--- config.mk ---
export PLATFORM = sky130hd
export DESIGN_NAME = flash_cmd_ctrl
export DESIGN_NICKNAME = d
export VERILOG_FILES = /design/src/rtl/flash_cmd_pkg.sv /design/src/rtl/flash_store.sv /design/src/rtl/flash_wr_engine.sv /design/src/rtl/flash_cmd_ctrl.sv
export SDC_FILE = /design/constraint.sdc
export NUM_CORES = 2
export LEC_CHECK = 0
export ABC_AREA = 1
export BUFFER_PORTS_ARGS = -buffer_cell sky130_fd_sc_hd__buf_4
export CAP_MARGIN = 10
export CORE_ASPECT_RATIO = 1.5
export CORE_MARGIN = 2
export CORE_UTILIZATION = 50
export DETAILED_ROUTE_END_ITERATION = 10
export PLACE_DENSITY = 0.65
export SLEW_MARGIN = 20
export SYNTH_ARGS = -nofsm -noshare
export SYNTH_HDL_FRONTEND = slang
export SYNTH_SLANG_ARGS = --single-unit
--- constraint.sdc ---
create_clock -name clk -period 8.7 [get_ports clk]
set_input_delay 0.87 -clock clk [delete_from_list [all_inputs] [get_ports clk]]
set_output_delay 0.87 -clock clk [all_outputs]
set_load 0.005 [all_outputs]
--- src/rtl/flash_cmd_pkg.sv ---
package flash_cmd_pkg;

    typedef enum logic [2:0] {
        M_ARRAY,
        M_STATUS,
        M_IDENT,
        M_PGM_SETUP,
        M_ERS_SETUP
    } rd_mode_e;

    typedef enum logic [1:0] {
        OP_NONE,
        OP_PGM,
        OP_ERS
    } op_e;

    localparam logic [7:0] CMD_PGM_A   = 8'h10;
    localparam logic [7:0] CMD_PGM_B   = 8'h40;
    localparam logic [7:0] CMD_ERS     = 8'h20;
    localparam logic [7:0] CMD_CONFIRM = 8'hD0;
    localparam logic [7:0] CMD_SUSP    = 8'hB0;
    localparam logic [7:0] CMD_RDSTAT  = 8'h70;
    localparam logic [7:0] CMD_CLRSTAT = 8'h50;
    localparam logic [7:0] CMD_IDENT   = 8'h90;
    localparam logic [7:0] CMD_RDARR   = 8'hFF;

    localparam logic [15:0] ID_MAKER   = 16'h002C;
    localparam logic [15:0] ID_DEV_TOP = 16'h4492;
    localparam logic [15:0] ID_DEV_BOT = 16'h4493;

endpackage

--- src/rtl/flash_store.sv ---
module flash_store #(
    parameter int ADDR_W  = 6,
    parameter int DATA_W  = 16,
    parameter int BLK_LSB = 3
) (
    input  logic              clk,
    input  logic              pgm_en,
    input  logic [ADDR_W-1:0] pgm_addr,
    input  logic [DATA_W-1:0] pgm_data,
    input  logic              ers_en,
    input  logic [ADDR_W-1:0] ers_addr,
    input  logic [ADDR_W-1:0] rd_addr,
    output logic [DATA_W-1:0] rd_data
);
    localparam int WORDS = 1 << ADDR_W;

    logic [DATA_W-1:0] mem [WORDS];

    // Storage is not reset: it survives reset/power-down.
    for (genvar g = 0; g < WORDS; g++) begin : g_word
        localparam logic [ADDR_W-1:0] WA = ADDR_W'(g);
        logic blk_hit_d;
        logic word_hit_d;
        always_comb begin
            blk_hit_d  = ers_en && (ers_addr[ADDR_W-1:BLK_LSB] == WA[ADDR_W-1:BLK_LSB]);
            word_hit_d = pgm_en && (pgm_addr == WA);
        end
        always_ff @(posedge clk) begin
            if (blk_hit_d)
                mem[g] <= '1;
            else if (word_hit_d)
                mem[g] <= mem[g] & pgm_data;
        end
    end

    assign rd_data = mem[rd_addr];

    // the engine never commits a program and an erase together
    a_r4_single_commit: assert property (@(posedge clk) !(pgm_en && ers_en));

endmodule

--- src/rtl/flash_wr_engine.sv ---
module flash_wr_engine
    import flash_cmd_pkg::*;
#(
    parameter int ADDR_W  = 6,
    parameter int DATA_W  = 16,
    parameter int PGM_CYC = 8,
    parameter int ERS_CYC = 20
) (
    input  logic              clk,
    input  logic              rst_n,
    input  logic              start_pgm,
    input  logic              start_ers,
    input  logic              suspend,
    input  logic              resume,
    input  logic [ADDR_W-1:0] tgt_addr,
    input  logic [DATA_W-1:0] tgt_data,
    output logic              busy,
    output op_e               op,
    output logic              ers_susp,
    output logic              pgm_susp,
    output logic [ADDR_W-1:0] susp_addr,
    output logic              pgm_commit,
    output logic              ers_commit,
    output logic [ADDR_W-1:0] cm_addr,
    output logic [DATA_W-1:0] cm_data
);
    localparam int CYC_MAX = (PGM_CYC > ERS_CYC) ? PGM_CYC : ERS_CYC;
    localparam int CNT_W   = $clog2(CYC_MAX + 1);

    typedef struct packed {
        op_e               op;
        logic              susp;
        logic [CNT_W-1:0]  cnt;
        logic [ADDR_W-1:0] addr;
        logic [DATA_W-1:0] data;
        logic              park;
        logic [CNT_W-1:0]  park_cnt;
        logic [ADDR_W-1:0] park_addr;
    } eng_t;

    eng_t eng_q, eng_d;

    always_comb begin
        eng_d      = eng_q;
        pgm_commit = 1'b0;
        ers_commit = 1'b0;
        busy       = (eng_q.op != OP_NONE) && !eng_q.susp;
        if (start_pgm) begin
            if (eng_q.op == OP_ERS && eng_q.susp) begin
                eng_d.park      = 1'b1;
                eng_d.park_cnt  = eng_q.cnt;
                eng_d.park_addr = eng_q.addr;
            end
            eng_d.op   = OP_PGM;
            eng_d.susp = 1'b0;
            eng_d.cnt  = CNT_W'(PGM_CYC);
            eng_d.addr = tgt_addr;
            eng_d.data = tgt_data;
        end else if (start_ers) begin
            eng_d.op   = OP_ERS;
            eng_d.susp = 1'b0;
            eng_d.cnt  = CNT_W'(ERS_CYC);
            eng_d.addr = tgt_addr;
        end else if (suspend && busy) begin
            eng_d.susp = 1'b1;
        end else if (resume && eng_q.op != OP_NONE && eng_q.susp) begin
            eng_d.susp = 1'b0;
        end else if (busy) begin
            if (eng_q.cnt == CNT_W'(1)) begin
                pgm_commit = (eng_q.op == OP_PGM);
                ers_commit = (eng_q.op == OP_ERS);
                if (eng_q.park) begin
                    eng_d.op   = OP_ERS;
                    eng_d.susp = 1'b1;
                    eng_d.cnt  = eng_q.park_cnt;
                    eng_d.addr = eng_q.park_addr;
                    eng_d.park = 1'b0;
                end else begin
                    eng_d.op  = OP_NONE;
                    eng_d.cnt = '0;
                end
            end else begin
                eng_d.cnt = eng_q.cnt - CNT_W'(1);
            end
        end
    end

    always_ff @(posedge clk or negedge rst_n) begin
        if (!rst_n) eng_q <= '0;
        else        eng_q <= eng_d;
    end

    assign op        = eng_q.op;
    assign ers_susp  = (eng_q.op == OP_ERS && eng_q.susp) || eng_q.park;
    assign pgm_susp  = (eng_q.op == OP_PGM) && eng_q.susp;
    assign susp_addr = eng_q.park ? eng_q.park_addr : eng_q.addr;
    assign cm_addr   = eng_q.addr;
    assign cm_data   = eng_q.data;

    // a running operation always holds a live, in-range count
    a_r3_cnt_range: assert property (@(posedge clk) disable iff (!rst_n)
        busy |-> (eng_q.cnt != '0 && eng_q.cnt <= CNT_W'(CYC_MAX)));

    // suspension is only entered from a running operation
    a_r8_susp_from_busy: assert property (@(posedge clk) disable iff (!rst_n)
        $rose(eng_q.susp) |-> $past(busy));

endmodule

--- src/rtl/flash_cmd_ctrl.sv ---
module flash_cmd_ctrl
    import flash_cmd_pkg::*;
#(
    parameter int ADDR_W   = 6,
    parameter int BLK_LSB  = 3,
    parameter int PGM_CYC  = 8,
    parameter int ERS_CYC  = 20,
    parameter bit TOP_BOOT = 1'b1
) (
    input  logic              clk,
    input  logic              rst_n,
    input  logic              ce_n,
    input  logic              oe_n,
    input  logic              wr_stb,
    input  logic [ADDR_W-1:0] addr,
    input  logic [15:0]       wdata,
    input  logic              supply_ok,
    output logic [15:0]       rdata
);
    localparam int DATA_W = 16;
    localparam logic [15:0] ID_DEV = TOP_BOOT ? ID_DEV_TOP : ID_DEV_BOT;

    typedef struct packed {
        rd_mode_e   mode;
        logic       ers_err;
        logic       pgm_err;
        logic       vlow;
        logic       sel;
        logic [7:0] lat;
    } ctl_t;

    ctl_t ctl_q, ctl_d;

    logic              busy, ers_susp, pgm_susp;
    op_e               eng_op;
    logic [ADDR_W-1:0] susp_addr, cm_addr;
    logic [DATA_W-1:0] cm_data, arr_data;
    logic              pgm_commit, ers_commit;
    logic              start_pgm, start_ers, suspend, resume;
    logic              sel;
    logic [7:0]        cmd, status_now;

    flash_wr_engine #(
        .ADDR_W(ADDR_W), .DATA_W(DATA_W), .PGM_CYC(PGM_CYC), .ERS_CYC(ERS_CYC)
    ) u_engine (
        .clk(clk), .rst_n(rst_n),
        .start_pgm(start_pgm), .start_ers(start_ers),
        .suspend(suspend), .resume(resume),
        .tgt_addr(addr), .tgt_data(wdata),
        .busy(busy), .op(eng_op),
        .ers_susp(ers_susp), .pgm_susp(pgm_susp), .susp_addr(susp_addr),
        .pgm_commit(pgm_commit), .ers_commit(ers_commit),
        .cm_addr(cm_addr), .cm_data(cm_data)
    );

    flash_store #(
        .ADDR_W(ADDR_W), .DATA_W(DATA_W), .BLK_LSB(BLK_LSB)
    ) u_store (
        .clk(clk),
        .pgm_en(pgm_commit), .pgm_addr(cm_addr), .pgm_data(cm_data),
        .ers_en(ers_commit), .ers_addr(cm_addr),
        .rd_addr(addr), .rd_data(arr_data)
    );

    always_comb begin
        cmd        = wdata[7:0];
        sel        = !ce_n && !oe_n;
        status_now = {!busy, ers_susp, ctl_q.ers_err, ctl_q.pgm_err,
                      ctl_q.vlow, pgm_susp, 1'b0, 1'b0};
        ctl_d      = ctl_q;
        start_pgm  = 1'b0;
        start_ers  = 1'b0;
        suspend    = 1'b0;
        resume     = 1'b0;

        ctl_d.sel = sel;
        if (sel && !ctl_q.sel)
            ctl_d.lat = status_now;

        if (wr_stb) begin
            if (busy) begin
                suspend = (cmd == CMD_SUSP);
            end else if (ctl_q.mode == M_PGM_SETUP) begin
                if (!supply_ok)
                    ctl_d.vlow = 1'b1;
                else if (ers_susp &&
                         addr[ADDR_W-1:BLK_LSB] == susp_addr[ADDR_W-1:BLK_LSB])
                    ctl_d.pgm_err = 1'b1;
                else
                    start_pgm = 1'b1;
                ctl_d.mode = M_STATUS;
            end else if (ctl_q.mode == M_ERS_SETUP) begin
                if (cmd != CMD_CONFIRM) begin
                    ctl_d.ers_err = 1'b1;
                    ctl_d.pgm_err = 1'b1;
                end else if (!supply_ok) begin
                    ctl_d.vlow = 1'b1;
                end else begin
                    start_ers = 1'b1;
                end
                ctl_d.mode = M_STATUS;
            end else if (eng_op != OP_NONE) begin
                unique case (cmd)
                    CMD_RDARR:   ctl_d.mode = M_ARRAY;
                    CMD_RDSTAT:  ctl_d.mode = M_STATUS;
                    CMD_CONFIRM: begin
                        resume     = 1'b1;
                        ctl_d.mode = M_STATUS;
                    end
                    CMD_PGM_A, CMD_PGM_B: begin
                        if (eng_op == OP_ERS)
                            ctl_d.mode = M_PGM_SETUP;
                    end
                    default: ;
                endcase
            end else begin
                unique case (cmd)
                    CMD_RDARR:  ctl_d.mode = M_ARRAY;
                    CMD_RDSTAT: ctl_d.mode = M_STATUS;
                    CMD_IDENT:  ctl_d.mode = M_IDENT;
                    CMD_CLRSTAT: begin
                        ctl_d.ers_err = 1'b0;
                        ctl_d.pgm_err = 1'b0;
                        ctl_d.vlow    = 1'b0;
                        ctl_d.mode    = M_ARRAY;
                    end
                    CMD_PGM_A, CMD_PGM_B: ctl_d.mode = M_PGM_SETUP;
                    CMD_ERS:              ctl_d.mode = M_ERS_SETUP;
                    default: ;
                endcase
            end
        end
    end

    always_ff @(posedge clk or negedge rst_n) begin
        if (!rst_n) begin
            ctl_q      <= '0;
            ctl_q.mode <= M_ARRAY;
        end else begin
            ctl_q <= ctl_d;
        end
    end

    always_comb begin
        if (!sel) begin
            rdata = '0;
        end else begin
            unique case (ctl_q.mode)
                M_ARRAY: rdata = arr_data;
                M_IDENT: begin
                    if (addr == ADDR_W'(0))      rdata = ID_MAKER;
                    else if (addr == ADDR_W'(1)) rdata = ID_DEV;
                    else                         rdata = '0;
                end
                default: rdata = {8'h00, ctl_q.lat};
            endcase
        end
    end

    // a non-suspend write while busy leaves the read mode alone
    a_r7_busy_filter: assert property (@(posedge clk) disable iff (!rst_n)
        (busy && wr_stb && wdata[7:0] != CMD_SUSP) |=> $stable(ctl_q.mode));

    // the captured status holds while both enables stay low
    a_r10_latch_hold: assert property (@(posedge clk) disable iff (!rst_n)
        (sel && ctl_q.sel) |=> $stable(ctl_q.lat));

    // status reads carry a zero upper byte and a zero SR0
    a_r12_status_shape: assert property (@(posedge clk) disable iff (!rst_n)
        (sel && ctl_q.mode == M_STATUS) |-> (rdata[15:8] == 8'h00 && rdata[0] == 1'b0));

endmodule

==> Yosys cells after proc, flatten, opt, wreduce, memory -nomap -nowiden <==
Memories as Yosys holds them, arrays and structs flattened.
Index checks and enable logic that the tools add are counted.
{ "word_totals": {"reg_bits": 55, "latchBits": 0, "ram_bits": 1024, "romBits": 0, "in_bits": 28, "mem_count": 1} }
{ "classes": {"n_addsub": 1, "multipliers": 0, "div_mod_pow": 0, "n_lt_le_gt_ge": 0, "eq_ne": 103, "n_shift": 0, "muxes": 512, "n_bitwise": 130, "n_reduce_logical": 172} }
{ "mem_list": {"columns": ["memory", "depth", "word_bits", "rd", "rd_clocked_by_memory_dff", "wr", "line", "text"], "rows": [
  ["u_store.mem", 64, 16, 65, 0, 8, "flash_store.sv:17", "logic [DATA_W-1:0] mem [WORDS];"]
]} }
{ "op_table": {"columns": ["operator", "n"], "rows": [
  ["16-bit two-way mux", 121],
  ["16-bit AND", 64],
  ["16-bit OR reduction", 56],
  ["6-bit two-way mux", 59],
  ["1-bit two-way mux", 308],
  ["6-bit == test (second input constant)", 32],
  ["6-bit by 5-bit == test with 1-bit output (second input constant)", 16],
  ["1-bit logical AND", 81],
  ["1-bit OR", 64],
  ["6-bit by 4-bit == test with 1-bit output (second input constant)", 8],
  ["14-bit two-way mux", 3],
  ["8-bit == test (second input constant)", 4],
  ["16-bit one-hot mux with 2 select lines", 1],
  ["15-bit two-way mux", 2],
  ["6-bit by 3-bit == test with 1-bit output (second input constant)", 4],
  ["8-bit by 7-bit == test with 1-bit output (second input constant)", 3],
  ["11-bit two-way mux", 2],
  ["3-bit two-way mux", 6],
  ["3-bit == test (second input constant)", 5],
  ["3-bit one-hot mux with 5 select lines", 1],
  ["5-bit AND reduction", 3],
  ["5-bit nonzero test", 3],
  ["3-bit by 2-bit == test with 1-bit output (second input constant)", 4],
  ["6-bit by 1-bit == test with 1-bit output (second input constant)", 2],
  ["other kinds (34)", 66]
]} }

==> Depth between registers and ports, before layout <==
{ "logic_depth": {"word_depth": 26, "ltp_mapped": 15, "mapped_depth_nobuf": 12} }

==> Hierarchy <==
A second synthesis with hierarchy kept.
{ "hier_totals": {"cells_unflattened": 6378, "area_unflattened_um2": 54496.0} }
{ "modules_own_cells": {"columns": ["module", "n_inst", "cells_per_inst", "area_each_um2", "seq_area_each_um2"], "rows": [
  ["flash_store", 1, 5895, 51016.4, 30749.5],
  ["flash_wr_engine", 1, 286, 2270.9, 1051.0],
  ["flash_cmd_ctrl", 1, 197, 1208.7, 325.3]
]} }

==> Worst setup path after synthesis <==
No wires, ideal clock.
{ "synth_path": {"path_kind": "input-to-reg", "from": "input wdata[4]", "to": "memory u_store.mem[0][0], enable pin", "setup_time_ns": 0.411, "t_arrival_ns": 3.056, "t_required_ns": 8.289, "setup_slack_ns": 5.233, "path_stages": 10, "n_path_buf": 1, "cell_sequence": "inv_1 > nor2_1 > inv_1 > nor2_1 > nand2_1 > nor2_1 > nand2_1 > nand4_1 > clkbuf_1 > o21ai_0"} }
{ "synth_lines": {"columns": ["item", "line", "text"], "rows": [
  ["start: declaration", "flash_cmd_ctrl.sv:16", "input logic [15:0] wdata,"],
  ["end: declaration", "flash_store.sv:17", null]
]} }

==> Worst setup path in the final report <==
{ "layout_path": {"from": "input addr[0]", "to": "output rdata[3]"} }
{ "layout_between": {"elab_chain_cells": 4, "word_cells_on_any_way": 5, "cone_classes": "3 x mux; 1 x reduce/logical; 1 x memory"} }
{ "layout_lines": {"columns": ["item", "line", "text"], "rows": [
  ["start: declaration", "flash_cmd_ctrl.sv:15", "input logic [ADDR_W-1:0] addr,"],
  ["parallel branches: the longest is 2 deep, another holds memory 64 x 16 bit", null, null],
  ["16-bit one-hot mux with 2 select lines *", "flash_cmd_ctrl.sv:148", "unique case (ctl_q.mode)"],
  ["16-bit two-way mux *", "flash_cmd_ctrl.sv:145", "if (!sel) begin"],
  ["end: declaration", "flash_cmd_ctrl.sv:18", "output logic [15:0] rdata"]
]} }
Every way passes the cells marked *.

==> impl_metrics.toml <==
[floorplanning]
fp.dieArea_um2 = 111000
die_w_um = 272
fp.dieH_um = 407
io_pins = 44
initial_utilization_pct = 50.5
coreArea_um2 = 107000
num_rows = 147

[layout]
final_nets = 5755
fill_cells = 9729
seqCellArea_um2 = 32100
final_cell_mix = "nand2_1, edfxtp_1, o21ai_0"
drive_gt1_share_pct = 10.6
multi_input_area_um2 = 17400
stdcell_area_um2 = 58400
syn_to_final_growth_pct = 8.08
final_common_cell = "nand2_1"

[global_routing]
grt_pass1_wl_mm = 269
grt_max_degree = 200
overflow = 0
antenna_found_initial = 5
gr-usage-all-layers_pct = 32.8
grt_pass1_vias = 41100

[clock_tree]
cts_setup_buffers = 0
cts_buffer_depth = 3
clk_pin_slew_worst_paths_ps = 60
insertion_delay_ps = 740
cts_inserted_buffers = 104
cts_tree = "yes"
holdBufCountCts = 0
cts_resized = 0
cts.sinks = 1079
htreeDepth = 3
cts-root-buf = "clkbuf_16"

[setup_path]
rr_worst_depth = 11
r2r_start = "u_engine.cm_addr[4]"
r2r_slack_ps = 4600
cp_max_fo = 168
crit_type = "primary input to output port"
cp-start-kind = "primary input"
crit_path_end_kind = "output port"
crit_arrival_ps = 4470
required_ps = 7830
r2r_end = "u_store.mem[48][7]"

[drt]
wirelength_mm = 184
drt_iter0_drc = 6164
vias_per_cell = 6.06
post-route-drc-count = 0
drt_first_pass_iters = 8
wl_per_cell_um = 25.4
ant_nets = 0
num_vias = 43900

[timing]
rsz0062_at_grt = "false"
fin_tns_setup_ps = 0
setup_viol = 0
max_freq_mhz = 187
min_period_over_period_pct = 61.3
layout_setup_ws_ps = 3360
finalMaxSlewViolations = 0
post-route-min-period_ps = 5340
final-hold-violation-count = 0
timing_worst_slew_pin_value_ps = 1290
slew_headroom_pct = 13.4
skew_ps = 19.2

[place]
place_ws_ps = 3520
routabilityCongestion = 0.936
port_buffers = 43
post_dp_cell_area_um2 = 55100
hpwl_mm = 110

[min_path]
hold_path.class = "primary input to asynchronous set/reset pin"

[synthesis]
yosys_warnings = 0
synth-seq-cells = 1079
synth.distinct_cells = 39
syn_nets = 5899
synth.avg_cell_area_um2 = 9.20
seq_area_frac_synth_pct = 59.5
synth_edf_count = 1024
synth_cells = 5869
synth_ff_type = "edfxtp_1"
syn_area_um2 = 54000
ys_async_sr_fraction_pct = 5.10

[run_status]
status = "completed"

[run]
max_cap_violations = 0

[pwr]
power_w = 0.0109
p_leak_nw = 20.8
powerDensity_nw_per_um2 = 186
ir_drop_uv = 151
[report_power, final]
group / switching (W) / leakage [nW] / internal, W
Combinational: 0.000513 / 6.37 / 0.000149
Clock: 0.00209 / 1.63 / 0.00248
Sequential: 0.0000178 / 12.8 / 0.00561
[metrics by stage]
| stage | instances | hold WS (ps) | utilization, % |
|---|---|---|---|
| 2_1_floorplan | 5869 | 442 | - |
| 3_3_place_gp | 7034 | 461 | 51.4 |
| 3_5_place_dp | 7034 | 473 | 51.5 |
| 4_1_cts | 7231 | 225 | 54.5 |
| 5_1_grt | 7231 | 260 | 54.5 |
| 6_report | 7232 | 199 | 54.5 |
[layer usage]
| layer | vias to the layer above | track usage (%) | wire length [um] |
|---|---|---|---|
| li1 | 19600 | - | - |
| met1 | 21200 | 41.6 | 66800 |
| met2 | 2578 | 51.4 | 84100 |
| met3 | 533 | 7.09 | 19800 |
| met4 | 8 | 20.4 | 12800 |
| met5 | - | 0 | 46 |
[cells in the mapped netlist (23+ instances only)]
cell	instances	area, um^2
buf_1	29	109
dfrtp_1	55	1380
o21ai_0	779	3900
buf_6	36	405
inv_1	573	2150
nor2_1	67	251
clkbuf_1	311	1170
o211ai_1	39	293
o21ai_2	142	1240
nand3_1	560	2800
o21ai_1	40	200
inv_2	63	236
nand2_1	1642	6160
a21oi_1	379	1900
edfxtp_1	1024	30700
nand2_2	28	175
nand3_2	23	230
[state kept, by name (all words and copies together), names as in the netlist]
register and cells:
u_store.mem 1024, u_engine.eng_q 18, u_engine.cm_data 16, ctl_q 13
u_engine.cm_addr 6, u_engine.op 2
[worst max-delay path by stage]
stage / startpoint / endpoint / slack [ps]
floorplan: wdata[4] / u_store.mem[0][0] / 5230
global placement: addr[0] / rdata[3] / 3530
detailed placement: addr[0] / rdata[3] / 3520
CTS: addr[0] / rdata[3] / 3510
global route: addr[0] / rdata[3] / 3220
finish: addr[0] / rdata[3] / 3360
[area by class of cell]
class	count	area share [%]
Antenna cell	1	0.00429
Clock buffer	126	4.63
Clock inverter	71	1.03
Inverter	640	4.14
Multi-Input combinational cell	3730	29.8
Sequential cell	1079	55.1
Tap cell	1415	3.03
Timing Repair Buffer	170	2.30
[cells by family (layout without fill, tap and decap cells)]
group / Yosys count / count (layout) / synth area share [%]
other: 0 / 1 / 0
AND/OR/NAND/NOR: 2338 / 2338 / 18.0
adder cells (fa/ha/maj): 2 / 2 / 0.0463
XOR/XNOR: 1 / 1 / 0.0162
flip-flops: 1079 / 1079 / 59.5
buffers and inverters: 1060 / 1007 / 8.34
AO/OA/AOI/OAI: 1389 / 1389 / 14.1
[critical path, stage by stage]
cell	delay, ps
buf_8	480
buf_4	750
buf_12	480
a21oi_1	170
o21ai_0	130
nand3_1	210
nand2_1	120
nand2_1	50
nand3_1	100
nand3_1	290
nand3_1	300
nand2_1	80
nand2_1	70
buf_4	100
(Power assumes the default switching activity.)
